[src/rtl/ism_pkg.sv]
package ism_pkg;

  typedef enum logic [2:0] {
    SEL_NONE,
    SEL_STAT,
    SEL_MASK,
    SEL_UNMASK,
    SEL_DOMASK
  } reg_sel_e;

  // Word indices (byte offset >> 2)
  localparam int unsigned IDX_STAT   = 0;
  localparam int unsigned IDX_MASK   = 1;
  localparam int unsigned IDX_UNMASK = 2;
  localparam int unsigned IDX_DOMASK = 3;

  // Next status: clear requested ones, then let hardware sets win
  function automatic logic [31:0] stat_next(input logic [31:0] cur,
                                            input logic [31:0] clr,
                                            input logic [31:0] set);
    return (cur & ~clr) | set;
  endfunction

  // Next mask: unmask bits drop, mask bits rise
  function automatic logic [31:0] mask_next(input logic [31:0] cur,
                                            input logic [31:0] unm,
                                            input logic [31:0] msk);
    return (cur & ~unm) | msk;
  endfunction

  function automatic logic pending(input logic [31:0] st,
                                  input logic [31:0] mk);
    return |(st & ~mk);
  endfunction

endpackage

[src/rtl/ism_decode.sv]
module ism_decode
  import ism_pkg::*;
#(
  parameter int ADDR_W = 8
) (
  input  logic [ADDR_W-1:0] addr,
  input  logic              we,
  output reg_sel_e          sel,
  output logic              clr_stb,
  output logic              unmask_stb,
  output logic              domask_stb
);
  localparam int IDX_W = ADDR_W - 2;

  logic             aligned;
  logic [IDX_W-1:0] idx;

  assign aligned = (addr[1:0] == 2'b00);
  assign idx     = addr[ADDR_W-1:2];

  always_comb begin
    sel = SEL_NONE;
    if (aligned) begin
      if (idx == IDX_W'(IDX_STAT))        sel = SEL_STAT;
      else if (idx == IDX_W'(IDX_MASK))   sel = SEL_MASK;
      else if (idx == IDX_W'(IDX_UNMASK)) sel = SEL_UNMASK;
      else if (idx == IDX_W'(IDX_DOMASK)) sel = SEL_DOMASK;
    end
  end

  assign clr_stb    = we && (sel == SEL_STAT);
  assign unmask_stb = we && (sel == SEL_UNMASK);
  assign domask_stb = we && (sel == SEL_DOMASK);
endmodule

[src/rtl/ism_status.sv]
module ism_status
  import ism_pkg::*;
#(
  parameter int NUM_BITS = 4
) (
  input  logic                clk,
  input  logic                rst_n,
  input  logic                clr_stb,
  input  logic [NUM_BITS-1:0] clr_bits,
  input  logic [NUM_BITS-1:0] set_bits,
  output logic [NUM_BITS-1:0] status
);
  logic [NUM_BITS-1:0] clr_eff;
  logic [31:0]         nxt;

  assign clr_eff = clr_stb ? clr_bits : '0;
  assign nxt     = stat_next(32'(status), 32'(clr_eff), 32'(set_bits));

  always_ff @(posedge clk or negedge rst_n) begin
    if (!rst_n) status <= '0;
    else        status <= nxt[NUM_BITS-1:0];
  end

  AST_SET_WINS: assert property (@(posedge clk) disable iff (!rst_n)
    (set_bits != '0) |=> ((status & $past(set_bits)) == $past(set_bits)));
  AST_W1C_CLEARS: assert property (@(posedge clk) disable iff (!rst_n)
    (clr_stb && ((clr_bits & ~set_bits) != '0))
      |=> ((status & $past(clr_bits & ~set_bits)) == '0));
  AST_STATUS_QUIET: assert property (@(posedge clk) disable iff (!rst_n)
    (!clr_stb && (set_bits == '0)) |=> $stable(status));
endmodule

[src/rtl/ism_mask.sv]
module ism_mask
  import ism_pkg::*;
#(
  parameter int NUM_BITS = 4
) (
  input  logic                clk,
  input  logic                rst_n,
  input  logic                unmask_stb,
  input  logic                domask_stb,
  input  logic [NUM_BITS-1:0] bits,
  output logic [NUM_BITS-1:0] mask
);
  logic [NUM_BITS-1:0] unm, msk;
  logic [31:0]         nxt;

  assign unm = unmask_stb ? bits : '0;
  assign msk = domask_stb ? bits : '0;
  assign nxt = mask_next(32'(mask), 32'(unm), 32'(msk));

  always_ff @(posedge clk or negedge rst_n) begin
    if (!rst_n) mask <= '1;
    else        mask <= nxt[NUM_BITS-1:0];
  end

  AST_MASK_HOLD: assert property (@(posedge clk) disable iff (!rst_n)
    (!unmask_stb && !domask_stb) |=> $stable(mask));
  AST_UNMASK_CLEARS: assert property (@(posedge clk) disable iff (!rst_n)
    unmask_stb |=> ((mask & $past(bits)) == '0));
  AST_UNMASK_KEEPS: assert property (@(posedge clk) disable iff (!rst_n)
    unmask_stb |=> ((mask & ~$past(bits)) == ($past(mask) & ~$past(bits))));
  AST_DOMASK_SETS: assert property (@(posedge clk) disable iff (!rst_n)
    domask_stb |=> ((mask & $past(bits)) == $past(bits)));
endmodule

[src/rtl/ism_ctl.sv]
module ism_ctl
  import ism_pkg::*;
#(
  parameter int NUM_BITS = 4,
  parameter int ADDR_W   = 8
) (
  input  logic                clk,
  input  logic                rst_n,
  input  logic [ADDR_W-1:0]   bus_addr,
  input  logic                bus_we,
  input  logic [31:0]         wr_data,
  output logic [31:0]         rd_data,
  input  logic [NUM_BITS-1:0] evt_set,
  output logic                irq_o
);
  reg_sel_e            sel;
  logic                clr_stb, unmask_stb, domask_stb;
  logic [NUM_BITS-1:0] status, mask;

  ism_decode #(.ADDR_W(ADDR_W)) u_dec (
    .addr       (bus_addr),
    .we         (bus_we),
    .sel        (sel),
    .clr_stb    (clr_stb),
    .unmask_stb (unmask_stb),
    .domask_stb (domask_stb)
  );

  ism_status #(.NUM_BITS(NUM_BITS)) u_stat (
    .clk      (clk),
    .rst_n    (rst_n),
    .clr_stb  (clr_stb),
    .clr_bits (wr_data[NUM_BITS-1:0]),
    .set_bits (evt_set),
    .status   (status)
  );

  ism_mask #(.NUM_BITS(NUM_BITS)) u_mask (
    .clk        (clk),
    .rst_n      (rst_n),
    .unmask_stb (unmask_stb),
    .domask_stb (domask_stb),
    .bits       (wr_data[NUM_BITS-1:0]),
    .mask       (mask)
  );

  assign irq_o = pending(32'(status), 32'(mask));

  always_comb begin
    case (sel)
      SEL_STAT: rd_data = 32'(status);
      SEL_MASK: rd_data = 32'(mask);
      default:  rd_data = '0;
    endcase
  end

  AST_CMD_READS_ZERO: assert property (@(posedge clk) disable iff (!rst_n)
    ((sel == SEL_UNMASK) || (sel == SEL_DOMASK)) |-> (rd_data == '0));
  AST_UNMAPPED_ZERO: assert property (@(posedge clk) disable iff (!rst_n)
    (sel == SEL_NONE) |-> (rd_data == '0));
  AST_IRQ_NEEDS_STATUS: assert property (@(posedge clk) disable iff (!rst_n)
    (status == '0) |-> !irq_o);
endmodule

[config.mk]
export PLATFORM = sky130hd
export DESIGN_NAME = ism_ctl
export DESIGN_NICKNAME = d
export VERILOG_FILES = /design/src/rtl/ism_pkg.sv /design/src/rtl/ism_decode.sv /design/src/rtl/ism_status.sv /design/src/rtl/ism_mask.sv /design/src/rtl/ism_ctl.sv
export SDC_FILE = /design/constraint.sdc
export NUM_CORES = 1
export LEC_CHECK = 0
export ABC_CLOCK_PERIOD_IN_PS = 2700
export BUFFER_PORTS_ARGS = -buffer_cell sky130_fd_sc_hd__clkbuf_2
export CAP_MARGIN = 25
export CORE_ASPECT_RATIO = 1.2
export CORE_MARGIN = 1.5
export CORE_UTILIZATION = 36
export CTS_CLUSTER_DIAMETER = 200
export DETAILED_ROUTE_END_ITERATION = 10
export GPL_TIMING_DRIVEN = 1
export PLACE_DENSITY = 0.85
export SETUP_SLACK_MARGIN = 0.2
export SYNTH_ARGS = -nofsm -noshare
export SYNTH_HDL_FRONTEND = slang
export SYNTH_HIERARCHICAL = 1
export SYNTH_SLANG_ARGS = --single-unit
[constraint.sdc]
create_clock -name clk -period 2.7 [get_ports clk]
set_input_delay 0.27 -clock clk [delete_from_list [all_inputs] [get_ports clk]]
set_output_delay 0.27 -clock clk [all_outputs]
set_load 0.01 [all_outputs]
# Word-level counts from Yosys, hierarchy flattened
# Cells that the tools add are included.
[word_totals] ff_bits=8 in_bits=47 output_inout_bits=33 word_cells=32
[op_classes] eq_ne=7 mux=9 bitwise_logic=8 reduce_logical=6
[ops] operator="AND 4 x 32 -> 32 bit" n=1
[ops] operator="inverter 4 -> 32 bit" n=1
[ops] operator="OR reduction 32 bit" n=1
[ops] operator="2-to-1 mux 3 bit" n=5
[ops] operator="== test 6 x 2 -> 1 bit, second input constant" n=2
[ops] operator="2-to-1 mux 4 bit" n=3
[ops] operator="AND 4 bit" n=2
[ops] operator="inverter 4 bit" n=2
[ops] operator="OR 4 bit" n=2
[ops] operator="one-hot mux 4 bit (2 select lines)" n=1
[ops] operator="== test 3 x 2 -> 1 bit, second input constant" n=2
[ops] operator="== test 6 x 1 -> 1 bit, second input constant" n=1
[ops] operator="logical NOT 6 bit" n=1
[ops] operator="== test 3 x 1 -> 1 bit, second input constant" n=1
[ops] operator="== test 3 bit, second input constant" n=1
[ops] operator="logical AND 1 bit" n=3
[ops] operator="logical NOT 2 bit" n=1

# Depth between registers and ports, before layout
[logic_depth] word_depth=12 mapped_depth=5 ltp_nobuf=4

# Hierarchy
# The synthesis kept the hierarchy.
[by_module_without_submodules] module="ism_ctl" instances=1 cells_per_inst=46 area_each_um2=325.3 seq_area_each_um2=0.0
[by_module_without_submodules] module="ism_mask" instances=1 cells_per_inst=12 area_each_um2=155.1 seq_area_each_um2=105.1
[by_module_without_submodules] module="ism_status" instances=1 cells_per_inst=12 area_each_um2=145.1 seq_area_each_um2=100.1
[by_module_without_submodules] module="ism_decode" instances=1 cells_per_inst=14 area_each_um2=88.8 seq_area_each_um2=0.0

# Worst setup path before layout
# Ideal clock, no wire load.
[synth_timing] path_kind="in2out" start="input port bus_addr[7]" end="output port rd_data[0]" arrival_time_ns=1.718 required_ns=2.430 setup_slack_ns=0.712 path_stages=5 n_path_buf=1 path_cell_list="or4_1 -> clkbuf_2 -> nor3_1 -> nand3b_1 -> a21oi_1"
[synth_via] elab_cells_between_ends=12 cone_classes="eq/ne: 5; mux: 6; reduce/logical: 1"
[synth_lines] item="from (decl)" line_no="ism_ctl.sv:9" rtl="input logic [ADDR_W-1:0] bus_addr,"
[synth_lines] item="== test 6 x 2 -> 1 bit" line_no="ism_decode.sv:26" rtl="else if (idx == IDX_W'(IDX_UNMASK)) sel = SEL_UNMASK;"
[synth_lines] item="2-to-1 mux 3 bit" line_no="ism_decode.sv:26"
[synth_lines] item="2-to-1 mux 3 bit" line_no="ism_decode.sv:25" rtl="else if (idx == IDX_W'(IDX_MASK)) sel = SEL_MASK;"
[synth_lines] item="2-to-1 mux 3 bit (*)" line_no="ism_decode.sv:24" rtl="if (idx == IDX_W'(IDX_STAT)) sel = SEL_STAT;"
[synth_lines] item="2-to-1 mux 3 bit (*)" line_no="ism_decode.sv:23" rtl="if (aligned) begin"
[synth_lines] item="net sel[1]" line_no="ism_ctl.sv:16" rtl="reg_sel_e sel;"
[synth_lines] item="== test 3 x 2 -> 1 bit or == test 3 x 1 -> 1 bit (tied branches)" line_no="ism_ctl.sv:50" rtl="case (sel)"
[synth_lines] item="one-hot mux 4 bit (2 select lines) (*)" line_no="ism_ctl.sv:50"
[synth_lines] item="to (decl)" line_no="ism_ctl.sv:12" rtl="output logic [31:0] rd_data,"
# Mark *: on every way through the listed nets, which the timed path passes. The rest lies on a longest branch.

# Worst setup path after layout
[layout_timing] start="input port bus_addr[7]" end="output port rd_data[1]"
# The elaborated chain is that of the path after synthesis.

==> reports/metrics.csv <==
metric,value,unit
status,finished clean,
final core occ,41.7,%
Worst setup EP type,output pin,
Site Rows,17,
initial antenna violation count,0,
Mean Syn Cell Area,8.51,um^2
Synth area leaders,"buf_4 (29%), dfstp_2 (15%), dfrtp_1 (14%), nand3b_1 (8.4%), nand2_1 (5.3%)",
global placement routability congestion,0.773,
sequential fraction of the synthesis area,28.7,%
CTS tree,yes,
post-cts gate resize count,0,
hold crit path type,primary input to flip-flop,
fill count,184,
Mapped Area,714,um^2
IO Count,80,
skew final,0,ns
First DRT Iteration DRCs,2,
DR vias,597,
Post-DRT Antenna Nets,0,
post-synth top area share,29.4,%
Area Growth Syn to Fin,8.06,%
Num CTS Buffers,3,
Critical Path Max Stage Delay,0.65,ns
nets@finish,158,
Setup TNS Final,0,ns
"IR drop worst, VDD",0.000173,V
WP data arrival,2.07,ns
Clock transition at path regs,0.05,ns
drt via density,4.66,
Die Ht,51.8,um
slowest CP cell,or4_1,
Tot Pwr,266,uW
"Slew Viols, Final",0,
final wirelength,1.29,mm
Worst path most repeated cell,clkbuf_2,
PD cells,344,nW/um^2
first-pass GRT wire length,2.17,mm
worst skew pair latency,0.25,ns
cells after synthesis,84,
Yosys warnings,6,
hpwl dp,1.09,mm
largest net degree at the start of global routing,9,
worst setup path class,primary input to output pin,
Die Width,43.7,um
Netlist cell types,20,
gr ovfl total,0,
Core Area,1850,um^2
drt pass-1 iters,4,
cell accounting for the most synthesized area,buf_4,
vias in the first global route,506,
layout cells sized above 1,30.3,%
post-route clock period utilization,86.6,%
"critical path fanouts, max",8,
die area,2260,um^2
Max-Cap Viols,0,
final hold slack,0.194,ns
Max Clock Freq,428,MHz
Longest Clk Path Bufs,2,
Slew @ Worst Pin,0.662,ns
RSZ-0062 raised after global routing,false,
slew margin rel.,55.5,%
startpoint types,primary input,
Lkg Pwr,0.000367,uW
final setup vio count,0,
Root Driver,clkbuf_4,
"Hold Vio Cnt, Final",0,
#FFs+latches synth,8,
routed len/inst,10.0,um
CTS HTree Levels,1,
GRT Total Usage,12.8,%
CP required,2.43,ns
CTS sink count,8,
DRC Markers,0,
Starting Density,38.6,%
# port buffers,23,
Antenna Cells,0,
min Tclk post-route,2.34,ns
crit path cell chain,clkbuf_2 > or4_1 > nor3_1 > nand3b_1 > a21oi_1 > clkbuf_2,
metrics by stage:
stage | setup slack [ns] | cell area (um^2) | std cells
2_1_floorplan | 0.712 | 816 | 111
3_3_place_gp | 0.476 | 739 | 124
3_5_place_dp | 0.380 | 739 | 124
4_1_cts | 0.380 | 772 | 128
5_1_grt | 0.210 | 772 | 128
6_report | 0.361 | 772 | 128
report_power, final:
part / total [uW] / switching, uW / internal [uW]
clock: 88.9 / 38.2 / 50.7
combinational: 49.0 / 32.4 / 16.6
sequential: 128 / 2.26 / 125
total: 266 / 72.9 / 193
synthesized netlist by cell type (all sizes together):
| cell | number |
|---|---|
| or4 | 1 |
| or3 | 1 |
| or2 | 1 |
| clkbuf | 1 |
| a21o | 4 |
| buf | 28 |
| nor4 | 2 |
| nor2 | 1 |
| dfrtp | 4 |
| dfstp | 4 |
| a22o | 4 |
| inv | 2 |
| a21oi | 4 |
| o2111ai | 1 |
| nor3 | 3 |
| nand3b | 8 |
| conb | 1 |
| nand2 | 10 |
| xnor2 | 1 |
| nand2b | 3 |
critical path, delay by kind of cell:
| family | cells | cell delay, ns |
|---|---|---|
| buffers and inverters | 2 | 0.23 |
| AND/OR/NAND/NOR | 3 | 1.41 |
| AO/OA/AOI/OAI | 1 | 0.16 |
logic make-up (layout without fill, tap and decap cells):
logic type	after synthesis	in the layout	share of synthesized area, %
xor+xnor	1	1	1.23
other cells	1	28	0.525
simple gates	30	30	25.2
buf+inv	31	29	31.2
flops	8	8	28.7
compound gates	13	13	13.1
metal layers:
metal	wire, um	global-route usage (%)
met3	114	2.78
met1	510	15.1
met2	659	21.6
met4	0	6.06
met5	0	0
placed cells by master, fill, tap and decap left out:
master         count
conb_1            28
clkbuf_2          23
nand2_1           10
nand3b_1           8
a21oi_1            4
a22o_1             4
dfstp_2            4
a21o_1             4
dfrtp_1            4
nand2b_1           3
clkbuf_4           3
nor3_1             3
inv_1              2
nor4_2             2
o2111ai_1          1
dlygate4sd3_1      1
or4_1              1
or2_2              1
xnor2_1            1
or3_1              1
nor2_1             1
state kept, by name (all words and copies together) (netlist names):
name / flops
u_stat/status: 4
u_mask/mask: 4
cell type report:
| class | count | area (um^2) | area share [%] |
|---|---|---|---|
| timing repair buffer | 24 | 125 | 16.2 |
| inverter | 2 | 7.51 | 0.972 |
| sequential | 8 | 205 | 26.6 |
| multi-input combinational | 72 | 388 | 50.2 |
| tap | 19 | 23.8 | 3.08 |
| clock buffer | 3 | 22.5 | 2.92 |
path summary, 6_finish.rpt:
check | from | cells after the start | end | slack (ns)
worst max-delay path | bus_addr[7] | 6 | rd_data[1] | 0.36
worst min-delay path | evt_set[2] | 2 | u_stat/status[2] | 0.19
worst max register to register | u_mask/mask[1] | 1 | u_mask/mask[1] | 1.98
worst min register to register | u_stat/status[3] | 1 | u_stat/status[3] | 0.51
max in group asynchronous | rst_n | 2 | u_mask/mask[0] | 2.05
min in group asynchronous | rst_n | 2 | u_stat/status[1] | 0.40
repair_timing:
action	4_1_cts	5_1_grt
hold buffers	1	0
hold endpoints to repair	4	0
buffers inserted	0	0
Note: power is estimated with default switching activity, not from simulation.
